==> config.mk <==
export PLATFORM = sky130hd
export DESIGN_NAME = wrap_addr_gen
export DESIGN_NICKNAME = d
export VERILOG_FILES = /design/src/rtl/wag_pkg.sv /design/src/rtl/wag_reset_sync.sv /design/src/rtl/wag_window_decode.sv /design/src/rtl/wag_next_word.sv /design/src/rtl/wrap_addr_gen.sv
export SDC_FILE = /design/constraint.sdc
export NUM_CORES = 1
export LEC_CHECK = 0
export CORE_MARGIN = 2
export CORE_UTILIZATION = 48
export DETAILED_ROUTE_END_ITERATION = 7
export GPL_ROUTABILITY_DRIVEN = 1
export GPL_TIMING_DRIVEN = 0
export PLACE_DENSITY = 0.81
export SYNTH_ARGS = -nofsm -noshare
export SYNTH_HDL_FRONTEND = slang
export SYNTH_SLANG_ARGS = --single-unit
export TNS_END_PERCENT = 10
==> constraint.sdc <==
create_clock -name clk -period 1.4 [get_ports clk]
set_input_delay 0.28 -clock clk [delete_from_list [all_inputs] [get_ports clk]]
set_output_delay 0.28 -clock clk [all_outputs]
set_load 0.05 [all_outputs]
==> src/rtl/wag_pkg.sv <==
package wag_pkg;
  typedef enum logic {
    SIDE_MEM    = 1'b0,
    SIDE_PERIPH = 1'b1
  } side_e;

  localparam int unsigned CODE_W = 3;
  localparam int unsigned LG_W   = 4;

  // log2 of the window size in words for a non-zero code
  function automatic logic [LG_W-1:0] window_log2(input side_e s,
                                                  input logic [CODE_W-1:0] c);
    logic [LG_W-1:0] cw;
    cw = {1'b0, c};
    if (s == SIDE_MEM) return cw + 4'd4;
    else               return cw - 4'd1;
  endfunction
endpackage

==> src/rtl/wag_reset_sync.sv <==
module wag_reset_sync (
  input  logic clk,
  input  logic rst_n,
  output logic rst_sync_n
);
  logic stage_q;
  logic out_q;

  always_ff @(posedge clk or negedge rst_n) begin
    if (!rst_n) begin
      stage_q <= 1'b0;
      out_q   <= 1'b0;
    end else begin
      stage_q <= 1'b1;
      out_q   <= stage_q;
    end
  end

  assign rst_sync_n = out_q;
endmodule

==> src/rtl/wag_window_decode.sv <==
module wag_window_decode
  import wag_pkg::*;
#(
  parameter int unsigned WORD_W = 30
) (
  input  side_e              side,
  input  logic [CODE_W-1:0]  code,
  output logic               wrap_en,
  output logic [WORD_W-1:0]  mask
);
  logic [LG_W-1:0] lg;

  assign wrap_en = (code != '0);
  assign lg      = window_log2(side, code);

  // one mask bit per word-offset bit: set when inside the window
  for (genvar i = 0; i < WORD_W; i++) begin : g_mask
    assign mask[i] = wrap_en && (int'(lg) > i);
  end
endmodule

==> src/rtl/wag_next_word.sv <==
module wag_next_word #(
  parameter int unsigned WORD_W = 30
) (
  input  logic [WORD_W-1:0] cur,
  input  logic              wrap_en,
  input  logic [WORD_W-1:0] mask,
  output logic [WORD_W-1:0] nxt
);
  logic [WORD_W-1:0] inc;

  always_comb begin
    inc = cur + 1'b1;
    if (wrap_en) nxt = (cur & ~mask) | (inc & mask);
    else         nxt = inc;
  end
endmodule

==> src/rtl/wrap_addr_gen.sv <==
module wrap_addr_gen
  import wag_pkg::*;
#(
  parameter int unsigned ADDR_W = 32
) (
  input  logic              clk,
  input  logic              rst_n,
  input  logic [ADDR_W-1:0] start_ptr,
  input  logic [2:0]        wrap_code,
  input  logic              side,
  input  logic              load,
  input  logic              advance,
  output logic [ADDR_W-1:0] addr
);
  localparam int unsigned WORD_W = ADDR_W - 2;

  logic              rst_sync_n;
  logic [WORD_W-1:0] word_q, word_d, word_step, load_word;
  logic [2:0]        code_q, code_d;
  side_e             side_q, side_d;
  logic              cfg_en, word_en;
  logic              cfg_wrap_en;
  logic [WORD_W-1:0] cfg_mask;

  wag_reset_sync u_rst (
    .clk        (clk),
    .rst_n      (rst_n),
    .rst_sync_n (rst_sync_n)
  );

  wag_window_decode #(.WORD_W(WORD_W)) u_dec (
    .side    (side_q),
    .code    (code_q),
    .wrap_en (cfg_wrap_en),
    .mask    (cfg_mask)
  );

  wag_next_word #(.WORD_W(WORD_W)) u_step (
    .cur     (word_q),
    .wrap_en (cfg_wrap_en),
    .mask    (cfg_mask),
    .nxt     (word_step)
  );

  assign load_word = WORD_W'(start_ptr >> 2);

  // next-state selection: load has priority over advance
  always_comb begin
    cfg_en  = load;
    word_en = load | advance;
    code_d  = wrap_code;
    side_d  = side_e'(side);
    word_d  = load ? load_word : word_step;
  end

  always_ff @(posedge clk or negedge rst_sync_n) begin
    if (!rst_sync_n) begin
      word_q <= '0;
    end else if (word_en) begin
      word_q <= word_d;
    end
  end

  always_ff @(posedge clk or negedge rst_sync_n) begin
    if (!rst_sync_n) begin
      code_q <= '0;
      side_q <= SIDE_MEM;
    end else if (cfg_en) begin
      code_q <= code_d;
      side_q <= side_d;
    end
  end

  assign addr = {word_q, 2'b00};
endmodule

Word-level counts from Yosys, hierarchy flattened
Index checks and enable logic that the tools add are counted.
- $add $sub $neg: 3
- $lt $le $gt $ge: 15
- muxes and demuxes: 3
- bitwise gates (word level): 5
- reduce and logical (&&, ||, !) cells: 16
- operator list (kind ; count):
    two-way mux 30 bit ; 2
    adder 30 x 1 -> 30 bit, second input constant ; 1
    AND 30 x 15 -> 30 bit ; 1
    AND 30 bit ; 1
    NOT 15 -> 30 bit ; 1
    OR 30 bit ; 1
    > comparator 4 bit, second input constant ; 7
    > comparator 4 x 3 -> 1 bit, second input constant ; 4
    logical AND 1 bit ; 15
    > comparator 4 x 1 -> 1 bit, second input constant ; 2
    > comparator 4 x 2 -> 1 bit, second input constant ; 2
    adder 3 x 3 -> 4 bit, second input constant ; 1
    two-way mux 4 bit ; 1
    subtractor 3 x 1 -> 4 bit, second input constant ; 1
    nonzero test 3 bit ; 1
    OR 1 bit ; 1
- register bits: 36
- input port bits: 40
- output and inout port bits: 32

Depth between registers and ports, before layout
Gate-level depths: netlist (run 1).
- depth in word-level cells: 9
- gate-level depth with buffers: 10

Cells and area by module
From an unflattened synthesis (run 1), not the netlist that was laid out.
- cell total of the unflattened synthesis: 321
- area, all modules: 2880.3 um^2
- by module, submodules not included (module ; times used ; cells an instance ; area each (um^2) ; sequential area each (um^2)):
    wrap_addr_gen ; 1 ; 142 ; 1587.8 ; 850.8
    wag_next_word ; 1 ; 107 ; 763.2 ; 0.0
    wag_window_decode ; 1 ; 69 ; 475.5 ; 0.0
    wag_reset_sync ; 1 ; 3 ; 53.8 ; 50.0

Worst setup path before layout (run 1)
OpenSTA, ideal clock, no wires.
- path kind: register to register
- from: reg code_q[0]
- to: reg with a tool-made name
- setup time: 125 ps
- arrival: 2076 ps
- data required time: 1275 ps
- path slack: -801 ps
- cell stages (with the launch flop): 10
- buffers on the path: 2
- clock period less this slack: 2201 ps
- cells stage by stage: dfrtp_1 > buf_2 > inv_1 > ha_1 > clkbuf_1 > or3_1 > o21ai_1 > a221oi_1 > xor2_1 > mux2_2
- RTL lines (item ; line ; text):
    from (decl) ; wrap_addr_gen.sv:19 ; logic [2:0] code_q, code_d;
    from (signal assigned) ; wrap_addr_gen.sv:69 ; code_q <= code_d;

==> results of run 1 <==
cells in the final DEF, fill, tap and decap left out, types with 3 or more instances in the layout:
cell,count
clkdlybuf4s50_1,36
nand2_1,33
dfrtp_1,32
buf_2,23
buf_4,20
xnor2_1,17
o21ai_1,15
o21ai_0,14
nor2_1,12
nand3_1,9
a21oi_1,8
clkdlybuf4s15_2,8
inv_1,6
and4_1,6
xor2_1,6
nor3_1,6
clkbuf_8,6
and3_1,5
clkbuf_1,5
nand4_1,5
buf_6,4
nor3_4,4
nor4_4,4
a31oi_1,4
dfrtp_2,4
clkbuf_2,3
nor4_2,3
nand3_2,3
nand2b_1,3
mux2_2,3
conb_1,3
metal layers:
layer  GRT usage  wire length, um
met1       0.393             3320
met3      0.0569              527
met2       0.474             3790
met5           0                0
met4      0.0760              152
kinds of logic after synthesis:
group / after synthesis / synth area share
AO/OA/AOI/OAI: 68 / 0.176
XOR/XNOR: 23 / 0.0814
adder cells (fa/ha/maj): 3 / 0.0152
buffers and inverters: 27 / 0.0531
flip-flops: 36 / 0.364
multiplexers: 6 / 0.0268
other: 2 / 0.00304
AND/OR/NAND/NOR: 121 / 0.281
power breakdown:
group | switching (W) | internal [W] | total [W]
Sequential | 0.000169 | 0.00114 | 0.00131
Clock | 0.000401 | 0.000400 | 0.000801
Combinational | 0.000796 | 0.000547 | 0.00134
Total | 0.00137 | 0.00209 | 0.00346
what timing repair did:
item                                   in CTS  in global routing
endpoints found under the hold margin       0                  0
gates resized for setup                   163                 37
cloned                                      1                  0
setup endpoints to repair                  98                 41
setup buffers                              17                  3
pin swaps                                  24                 19
worst max path at each step:
stage,endpoint,cells past startpoint,from
2_1_floorplan,word_q[27]$_DFFE_PN0P_,6,flop
3_3_place_gp,word_q[27]$_DFFE_PN0P_,8,code_q[1]$_DFFE_PN0P_
3_5_place_dp,word_q[27]$_DFFE_PN0P_,8,code_q[1]$_DFFE_PN0P_
4_1_cts,flop,9,code_q[0]$_DFFE_PN0P_
5_1_grt,flop,8,code_q[0]$_DFFE_PN0P_
6_report,flop,9,code_q[0]$_DFFE_PN0P_
critical path, cell delays in order (launching register included):
cell and delay, ps:
dfrtp_1 380, buf_6 130, inv_8 40, ha_4 170
buf_8 130, or3_4 420, o21ai_4 200, a221oi_2 100
xor2_1 150, mux2_4 270
stage by stage:
stage	util	hold slack, ps	setup TNS [ps]	cells	setup slack [ps]
6_report	0.738	143	-15950	452	-693
3_5_place_dp	0.657	345	-30620	424	-858
4_1_cts	0.734	137	-14560	449	-626
2_1_floorplan	-	-15.6	-14320	287	-618
5_1_grt	0.738	140	-18680	452	-780
3_3_place_gp	0.657	338	-28830	424	-816
layout make-up:
class	count	area, sq um
Timing Repair Buffer	88	761
Clock buffer	7	86.3
Multi-Input combinational cell	224	1710
Buffer	18	128
Tap cell	70	87.6
Fill cell	373	1320
Inverter	8	37.5
Sequential cell	36	906
Clock inverter	1	7.51
==> impl_metrics.py, run 1 <==
metrics = {
    "yosys": {
        "ys_types": 63,
        "avgSynthCellArea_sq_um": 8.65,
        "synth-edff-count": 0,
        "netlist.area_leader.share": 0.364,
        "synth-seq-cells": 36,
        "synth_most_common_cell": "dfrtp_1",
        "ys_seq_area_frac": 0.364,
        "yosys_most_used_dff": "dfrtp_1",
        "synth_commonest_cells": "36 x dfrtp_1, 34 x nand2_1, 27 x o21ai_0",
        "syn_area_sq_um": 2470,
        "synthTopCellsByArea": "dfrtp_1 36%, xnor2_1 6.0%, o21ai_0 5.5%",
        "yosys_warnings": 0,
        "synth_top_area_cell": "dfrtp_1",
        "synthCells": 286,
        "synthArstFlopShare": 1.00,
    },
    "clock_network": {
        "cts.sinks": 36,
        "cts_tree": "yes",
        "worst_skew_pair.late_latency_ps": 300,
        "htreeDepth": 2,
        "cts_max_path_buffers": 2,
        "clk_pin_slew_ps": 80,
        "cts_root_buffer": "clkbuf_8",
        "ctsHoldBuffers": 0,
        "cts_buffers": 5,
    },
    "cells_and_area": {
        "syn_to_final_growth_pct": 50.4,
        "antennaDiodeCount": 0,
        "fin_nets": 424,
        "final_area_sq_um": 3720,
        "drive_above_1_share": 0.332,
    },
    "timing": {
        "tightest_slew_ps": 766,
        "hold_viol": 0,
        "rsz0062_at_grt": "true",
        "fin_crit_sh": 1.49,
        "postLayoutSetupSlackWorst_ps": -693,
        "setup_viol": 31,
        "finClkSkew_ps": 9.22,
        "fmax_ghz": 0.478,
        "period_needed_ps": 2090,
        "relSlewSlack": 0.490,
        "report.final.slew_viol_count": 0,
    },
    "die": {
        "num_rows": 26,
        "die_h_um": 75.8,
        "io_pins": 72,
        "dieWidth_um": 75.8,
        "die-area_sq_um": 5740,
        "start_util": 0.491,
        "core_area_sq_um": 5040,
    },
    "drt": {
        "first_pass_iters": 4,
        "drtIter0Drc": 254,
        "wl_per_cell_um": 17.3,
        "vias": 2635,
        "drt_wl_total_um": 7800,
        "viasPerCell": 5.83,
        "postRouteAntennaNets": 0,
        "drc": 0,
    },
    "pwr": {
        "p_leak_nw": 1.57,
        "p_total_w": 0.00346,
        "peakVddDrop_mv": 0.786,
        "power.density_nw_per_um2": 929,
    },
    "outcome": {
        "violations": "setup timing",
        "outcome": "finished with violations",
    },
    "critical_path": {
        "ff2ff_path_depth": 9,
        "crit_path_max_fanout": 6,
        "critPathKind": "flop to flop",
        "worstReg2RegStart": "code_q[0]$_DFFE_PN0P_",
        "critPathRequiredTime_ps": 1590,
        "r2r_slack_ps": -690,
        "cp.arrival_ps": 2280,
        "cp-start-kind": "flop",
        "cp-end-kind": "flop",
    },
    "worst_hold_path": {
        "hold_class": "input port to async pin",
    },
    "place": {
        "gp_congestion": 0.956,
        "place_area_sq_um": 3310,
        "hpwl_um": 5050,
        "io_buffers": 67,
    },
    "grt": {
        "grt_max_degree": 35,
        "gr-usage-all-layers": 0.290,
        "grt_first_pass_wirelength_um": 12500,
        "grt_pass1_vias": 2518,
        "antenna_found_initial": 0,
        "grt_overflow": 0,
    },
    "flow_run": {
        "cap_violations": 0,
    },
}
Note: power is estimated with default switching activity, not from simulation.
==> inputs of run 2 (changes only) <==
--- a/config.mk
+++ b/config.mk
@@ -5,8 +5,9 @@
 export SDC_FILE = /design/constraint.sdc
 export NUM_CORES = 1
 export LEC_CHECK = 0
-export CORE_MARGIN = 2
+export CORE_MARGIN = 10
 export CORE_UTILIZATION = 48
+export CTS_CLUSTER_SIZE = 14
 export DETAILED_ROUTE_END_ITERATION = 7
 export GPL_ROUTABILITY_DRIVEN = 1
 export GPL_TIMING_DRIVEN = 0
==> run 2 against run 1 <==
Net effect: the run still ends with setup timing left; maximum frequency up 0.34%; sequential power about the same; final cell count decreased by 2.0%; critical path depth is 1 lower; critical path type unchanged; count of clock-buffer cells in the layout is 1 lower; total power up 2.6%; clock power rose by 16%; worst setup slack improved by 7.0 ps; core utilization decreased by 2.0 points; design area down 2.8%.
==> impl_metrics.py, run 2 (synthesized netlist as in run 1, its figures left out) <==
metrics = {
    "outcome": {
        "outcome": "finished with violations",
        "violations": "setup timing",
    },
    "timing": {
        "fin_hold_ws_ps": 139,
        "hold_viol": 0,
        "period_needed_ps": 2090,
        "relSlewSlack": 0.498,
        "setup_viol": 31,
        "tightest_slew_ps": 754,
        "report.final.slew_viol_count": 0,
        "finClkSkew_ps": 7.24,
        "fmax_ghz": 0.479,
        "rsz0062_at_grt": "true",
        "postLayoutSetupSlackWorst_ps": -686,
        "fin_crit_sh": 1.49,
    },
    "critical_path": {
        "r2r_slack_ps": -690,
        "critPathKind": "flop to flop",
        "crit_path_max_fanout": 6,
        "crit_path_start": "code_q[0]$_DFFE_PN0P_",
        "cp-start-kind": "flop",
        "critPathRequiredTime_ps": 1580,
        "ff2ff_path_depth": 8,
        "worstReg2RegStart": "code_q[0]$_DFFE_PN0P_",
        "cp-end-kind": "flop",
        "cp.arrival_ps": 2270,
    },
    "worst_hold_path": {
        "hold_class": "input port to async pin",
    },
    "drt": {
        "wl_per_cell_um": 18.1,
        "drt_wl_total_um": 8040,
        "postRouteAntennaNets": 0,
        "drtIter0Drc": 223,
        "first_pass_iters": 4,
        "vias": 2537,
        "drc": 0,
        "viasPerCell": 5.73,
    },
    "clock_network": {
        "cts_root_buffer": "clkbuf_8",
        "cts_tree": "yes",
        "ctsHoldBuffers": 0,
        "worst_skew_pair.late_latency_ps": 300,
        "clk_pin_slew_ps": 80,
        "cts_buffers": 5,
        "htreeDepth": 2,
        "cts.sinks": 36,
        "cts_max_path_buffers": 2,
    },
    "cells_and_area": {
        "antennaDiodeCount": 0,
        "final_common_cell": "clkdlybuf4s50_1",
        "final_area_sq_um": 3620,
        "syn_to_final_growth_pct": 46.3,
        "drive_above_1_share": 0.324,
        "fin_nets": 415,
        "final_cell_mix": "36 x clkdlybuf4s50_1, 32 x nand2_1, 32 x dfrtp_1, 20 x buf_2, 17 x xnor2_1",
        "fillCellCount": 393,
    },
    "die": {
        "die_h_um": 91.8,
        "io_pins": 72,
        "num_rows": 26,
        "core_area_sq_um": 5040,
        "dieWidth_um": 91.8,
        "die-area_sq_um": 8420,
        "start_util": 0.491,
    },
    "grt": {
        "gr-usage-all-layers": 0.185,
        "grt_pass1_vias": 2544,
        "antenna_found_initial": 0,
        "grt_overflow": 0,
        "grt_max_degree": 35,
        "grt_first_pass_wirelength_um": 12900,
    },
    "flow_run": {
        "cap_violations": 0,
    },
    "pwr": {
        "pwr-share-clk": 0.261,
        "p_leak_nw": 1.50,
        "peakVddDrop_mv": 0.585,
        "seqPwrFrac": 0.370,
        "p_int_w": 0.00219,
        "p_total_w": 0.00355,
        "combPwrFrac": 0.369,
        "power.density_nw_per_um2": 980,
        "switching_power_w": 0.00135,
        "switching_share": 0.382,
    },
    "place": {
        "hpwl_um": 5580,
        "gp_congestion": 0.893,
        "place_area_sq_um": 3310,
        "io_buffers": 67,
    },
}
run 2: cell types whose count changed in the layout (fill, tap and decap cells not counted), sizes merged:
| cell | before | now |
|---|---|---|
| buf | 49 | 40 |
| clkdlybuf4s15 | 8 | 2 |
| clkdlybuf4s18 | 1 | 4 |
| clkbuf | 17 | 19 |
| bufinv | 0 | 1 |
| clkinv | 0 | 1 |
| clkinvlp | 1 | 0 |
run 2: through the flow:
step           instances  setup TNS (ps)  utilization  worst slack (ps)
5_1_grt              443          -16670        0.718              -758
4_1_cts              438          -16090        0.713              -649
3_5_place_dp         424          -29390        0.657              -845
3_3_place_gp         424          -28360        0.657              -809
2_1_floorplan        287          -14320            -              -618
6_report             443          -14060        0.718              -686
run 2: repair_timing:
item	CTS	global route
endpoints found under the setup margin	98	50
pin swaps	19	9
resized for setup	154	50
setup buffers	6	5
endpoints found under the hold margin	0	0
cloned	1	0
run 2: worst min-delay path by stage:
stage / startpoint / end / cells past startpoint
6_report: rst_n / u_rst.stage_q$_DFF_PN0_ / 1
5_1_grt: rst_n / u_rst.stage_q$_DFF_PN0_ / 1
4_1_cts: rst_n / u_rst.stage_q$_DFF_PN0_ / 1
3_5_place_dp: u_rst.stage_q$_DFF_PN0_ / u_rst.rst_sync_n$_DFF_PN0_ / 0
3_3_place_gp: u_rst.stage_q$_DFF_PN0_ / u_rst.rst_sync_n$_DFF_PN0_ / 0
2_1_floorplan: rst_n / u_rst.rst_sync_n$_DFF_PN0_ / 0
run 2: power groups by stage:
stage,Sequential [W],Combinational (W),Clock (W)
2_1_floorplan,0.00160,0.000501,0
3_3_place_gp,0.00132,0.00120,0
3_5_place_dp,0.00133,0.00122,0
4_1_cts,0.00131,0.00126,0.000924
5_1_grt,0.00133,0.00139,0.000969
6_report,0.00131,0.00131,0.000927
run 2: metal layers:
metal / track usage / part of all wire
met4: 0.0540 / 0.014
met3: 0.0416 / 0.071
met1: 0.229 / 0.43
met2: 0.313 / 0.48
met5: 0 / 0
run 2: cell type report:
class                           instances  area [sq um]  area share
Buffer                                 18           129      0.0356
Clock buffer                            6          72.6      0.0201
Clock inverter                          2          35.0     0.00968
Inverter                                8          37.5      0.0104
Multi-Input combinational cell        224          1690       0.467
Sequential cell                        36           906       0.250
Tap cell                               70          87.6      0.0242
Timing Repair Buffer                   79           659       0.182
run 2: worst max-delay path, stage by stage (launching register included):
cell	delay, ps
dfrtp_1	410
buf_6	140
inv_8	60
ha_4	220
nand3b_1	190
a211o_1	290
a311oi_2	300
xor2_1	100
mux2_4	260
==> inputs of run 3 (changes only) <==
--- a/config.mk
+++ b/config.mk
@@ -5,7 +5,7 @@
 export SDC_FILE = /design/constraint.sdc
 export NUM_CORES = 1
 export LEC_CHECK = 0
-export CORE_MARGIN = 10
+export CORE_MARGIN = 1.5
 export CORE_UTILIZATION = 48
 export CTS_CLUSTER_SIZE = 14
 export DETAILED_ROUTE_END_ITERATION = 7
==> run 3 against run 2 <==
Net effect: the flow still finishes with violations (setup timing); critical path depth up 1; register-to-register slack better by 70 ps; largest power group is now combinational logic; non-clock buffer count up 4; clock skew grew 5.5 ps; core utilization increased by 5.1 points; first-iteration DRC count rose by 15%; die area fell by 34%; critical path type unchanged; global-route usage is 12 points higher; wire length rose by 1.7%; worst setup slack improved by 67 ps.
==> impl_metrics.py, run 3 (synthesized netlist as in run 1, its figures left out) <==
metrics = {
    "die": {
        "start_util": 0.510,
        "io_pins": 72,
        "num_rows": 25,
        "dieWidth_um": 74.8,
        "die_h_um": 74.8,
        "core_area_sq_um": 4850,
        "die-area_sq_um": 5590,
    },
    "place": {
        "place_area_sq_um": 3340,
        "post-place-ws_ps": -870,
        "hpwl_um": 5340,
        "io_buffers": 67,
        "gp_congestion": 0.904,
    },
    "timing": {
        "tightest_slew_ps": 760,
        "report.final.slew_viol_count": 0,
        "relSlewSlack": 0.493,
        "hold_viol": 0,
        "rsz0062_at_grt": "true",
        "period_needed_ps": 2020,
        "setup_viol": 31,
        "finClkSkew_ps": 12.7,
        "fin_crit_sh": 1.44,
        "postLayoutSetupSlackWorst_ps": -619,
        "fmax_ghz": 0.495,
    },
    "cells_and_area": {
        "final_area_sq_um": 3730,
        "final_common_cell": "clkdlybuf4s50_1",
        "antennaDiodeCount": 0,
        "drive_above_1_share": 0.324,
        "fin_util": 0.769,
        "fin_nets": 419,
        "syn_to_final_growth_pct": 50.7,
        "final_cell_mix": "36 x clkdlybuf4s50_1, 35 x dfrtp_1, 33 x nand2_1, 21 x buf_2",
    },
    "grt": {
        "grt_pass1_vias": 2575,
        "gr-usage-all-layers": 0.306,
        "grt_max_degree": 20,
        "grt_overflow": 0,
        "grt_first_pass_wirelength_um": 12800,
        "antenna_found_initial": 0,
    },
    "drt": {
        "drc": 0,
        "viasPerCell": 6.05,
        "wl_per_cell_um": 18.4,
        "drtIter0Drc": 256,
        "drt_wl_total_um": 8180,
        "vias": 2687,
        "postRouteAntennaNets": 0,
        "first_pass_iters": 5,
    },
    "clock_network": {
        "htreeDepth": 2,
        "cts.sinks": 36,
        "clk_pin_slew_ps": 90,
        "worst_skew_pair.late_latency_ps": 300,
        "cts_root_buffer": "clkbuf_8",
        "cts_tree": "yes",
        "ctsHoldBuffers": 0,
        "cts_buffers": 5,
        "cts_max_path_buffers": 2,
    },
    "pwr": {
        "power.density_nw_per_um2": 999,
        "peakVddDrop_mv": 0.817,
        "pwr-share-clk": 0.280,
        "combPwrFrac": 0.370,
        "p_int_w": 0.00232,
        "seqPwrFrac": 0.350,
        "switching_share": 0.376,
        "switching_power_w": 0.00140,
        "p_leak_nw": 1.56,
    },
    "outcome": {
        "violations": "setup timing",
        "outcome": "finished with violations",
    },
    "critical_path": {
        "critPathRequiredTime_ps": 1580,
        "cp-start-kind": "flop",
        "crit_chain": "buf_6 > inv_8 > ha_4 > buf_8 > or3_4 > o21ai_4 > a221oi_2 > xor2_1 > mux2_4",
        "critPathKind": "flop to flop",
        "slowest_delay_ps": 370,
        "r2r_slack_ps": -620,
        "cp.arrival_ps": 2200,
        "slowest_stage": "dfrtp_1",
        "cp-end-kind": "flop",
        "crit_path_max_fanout": 5,
    },
    "flow_run": {
        "cap_violations": 0,
    },
    "worst_hold_path": {
        "hold_class": "input port to async pin",
    },
}
==> run 3: worst max-delay path, delay by kind of cell (launching register included) <==
kind / cells / cell delay, ps
fa+ha+maj: 1 / 170
xor+xnor: 1 / 150
buf+inv: 3 / 290
flops: 1 / 370
simple gates: 1 / 360
mux: 1 / 260
compound gates: 2 / 310
==> run 3: layout make-up <==
type / instances / area, sq um
flip-flops and latches: 36 / 902
fillers: 344 / 1120
well taps: 67 / 83.8
clock inverters: 1 / 30.0
clock buffers: 7 / 96.3
repair buffers: 83 / 733
inverters: 8 / 37.5
plain buffers: 18 / 128
multi-input cells: 224 / 1720
==> run 3: worst paths after layout <==
kind                                       startpoint                         end  cells after the start
setup / recovery                code_q[0]$_DFFE_PN0P_                        flop                      9
hold / removal                                  rst_n  u_rst.rst_sync_n$_DFF_PN0_                      1
setup reg to reg                code_q[0]$_DFFE_PN0P_                        flop                      9
hold reg to reg            u_rst.rst_sync_n$_DFF_PN0_      word_q[27]$_DFFE_PN0P_                      0
max in group asynchronous  u_rst.rst_sync_n$_DFF_PN0_       code_q[1]$_DFFE_PN0P_                      1
min in group clk              u_rst.stage_q$_DFF_PN0_  u_rst.rst_sync_n$_DFF_PN0_                      0
==> run 3: per-layer routing <==
metal / part of all wire / vias up / track usage
met5: 0 / - / 0
met4: 0.032 / 0 / 0.135
met3: 0.085 / 31 / 0.0562
met2: 0.46 / 154 / 0.498
met1: 0.42 / 1281 / 0.399
li1: - / 1221 / -
==> run 3: through the flow <==
stage / total power [W] / setup TNS [ps] / cells / hold slack (ps)
4_1_cts: 0.00366 / -13390 / 442 / 142
6_report: 0.00373 / -14480 / 444 / 145
3_3_place_gp: 0.00252 / -30080 / 421 / 339
3_5_place_dp: 0.00255 / -28160 / 422 / 337
2_1_floorplan: 0.00210 / -14320 / 287 / -15.6
5_1_grt: 0.00386 / -16920 / 444 / 147
==> run 3: what timing repair did <==
| action | CTS | global route |
|---|---|---|
| endpoints found under the setup margin | 64 | 40 |
| endpoints found under the hold margin | 0 | 0 |
| pin swaps | 24 | 7 |
| gates resized for setup | 175 | 24 |
| gates cloned | 2 | 0 |
| buffers inserted | 11 | 2 |
==> run 3: power groups by stage <==
| stage | Combinational (W) | Clock (W) | Sequential [W] |
|---|---|---|---|
| after global placement | 0.00120 | 0 | 0.00132 |
| after CTS | 0.00134 | 0.00103 | 0.00129 |
| after floorplan | 0.000501 | 0 | 0.00160 |
| final | 0.00138 | 0.00104 | 0.00130 |
| after detailed placement | 0.00124 | 0 | 0.00132 |
| after global routing | 0.00145 | 0.00109 | 0.00132 |
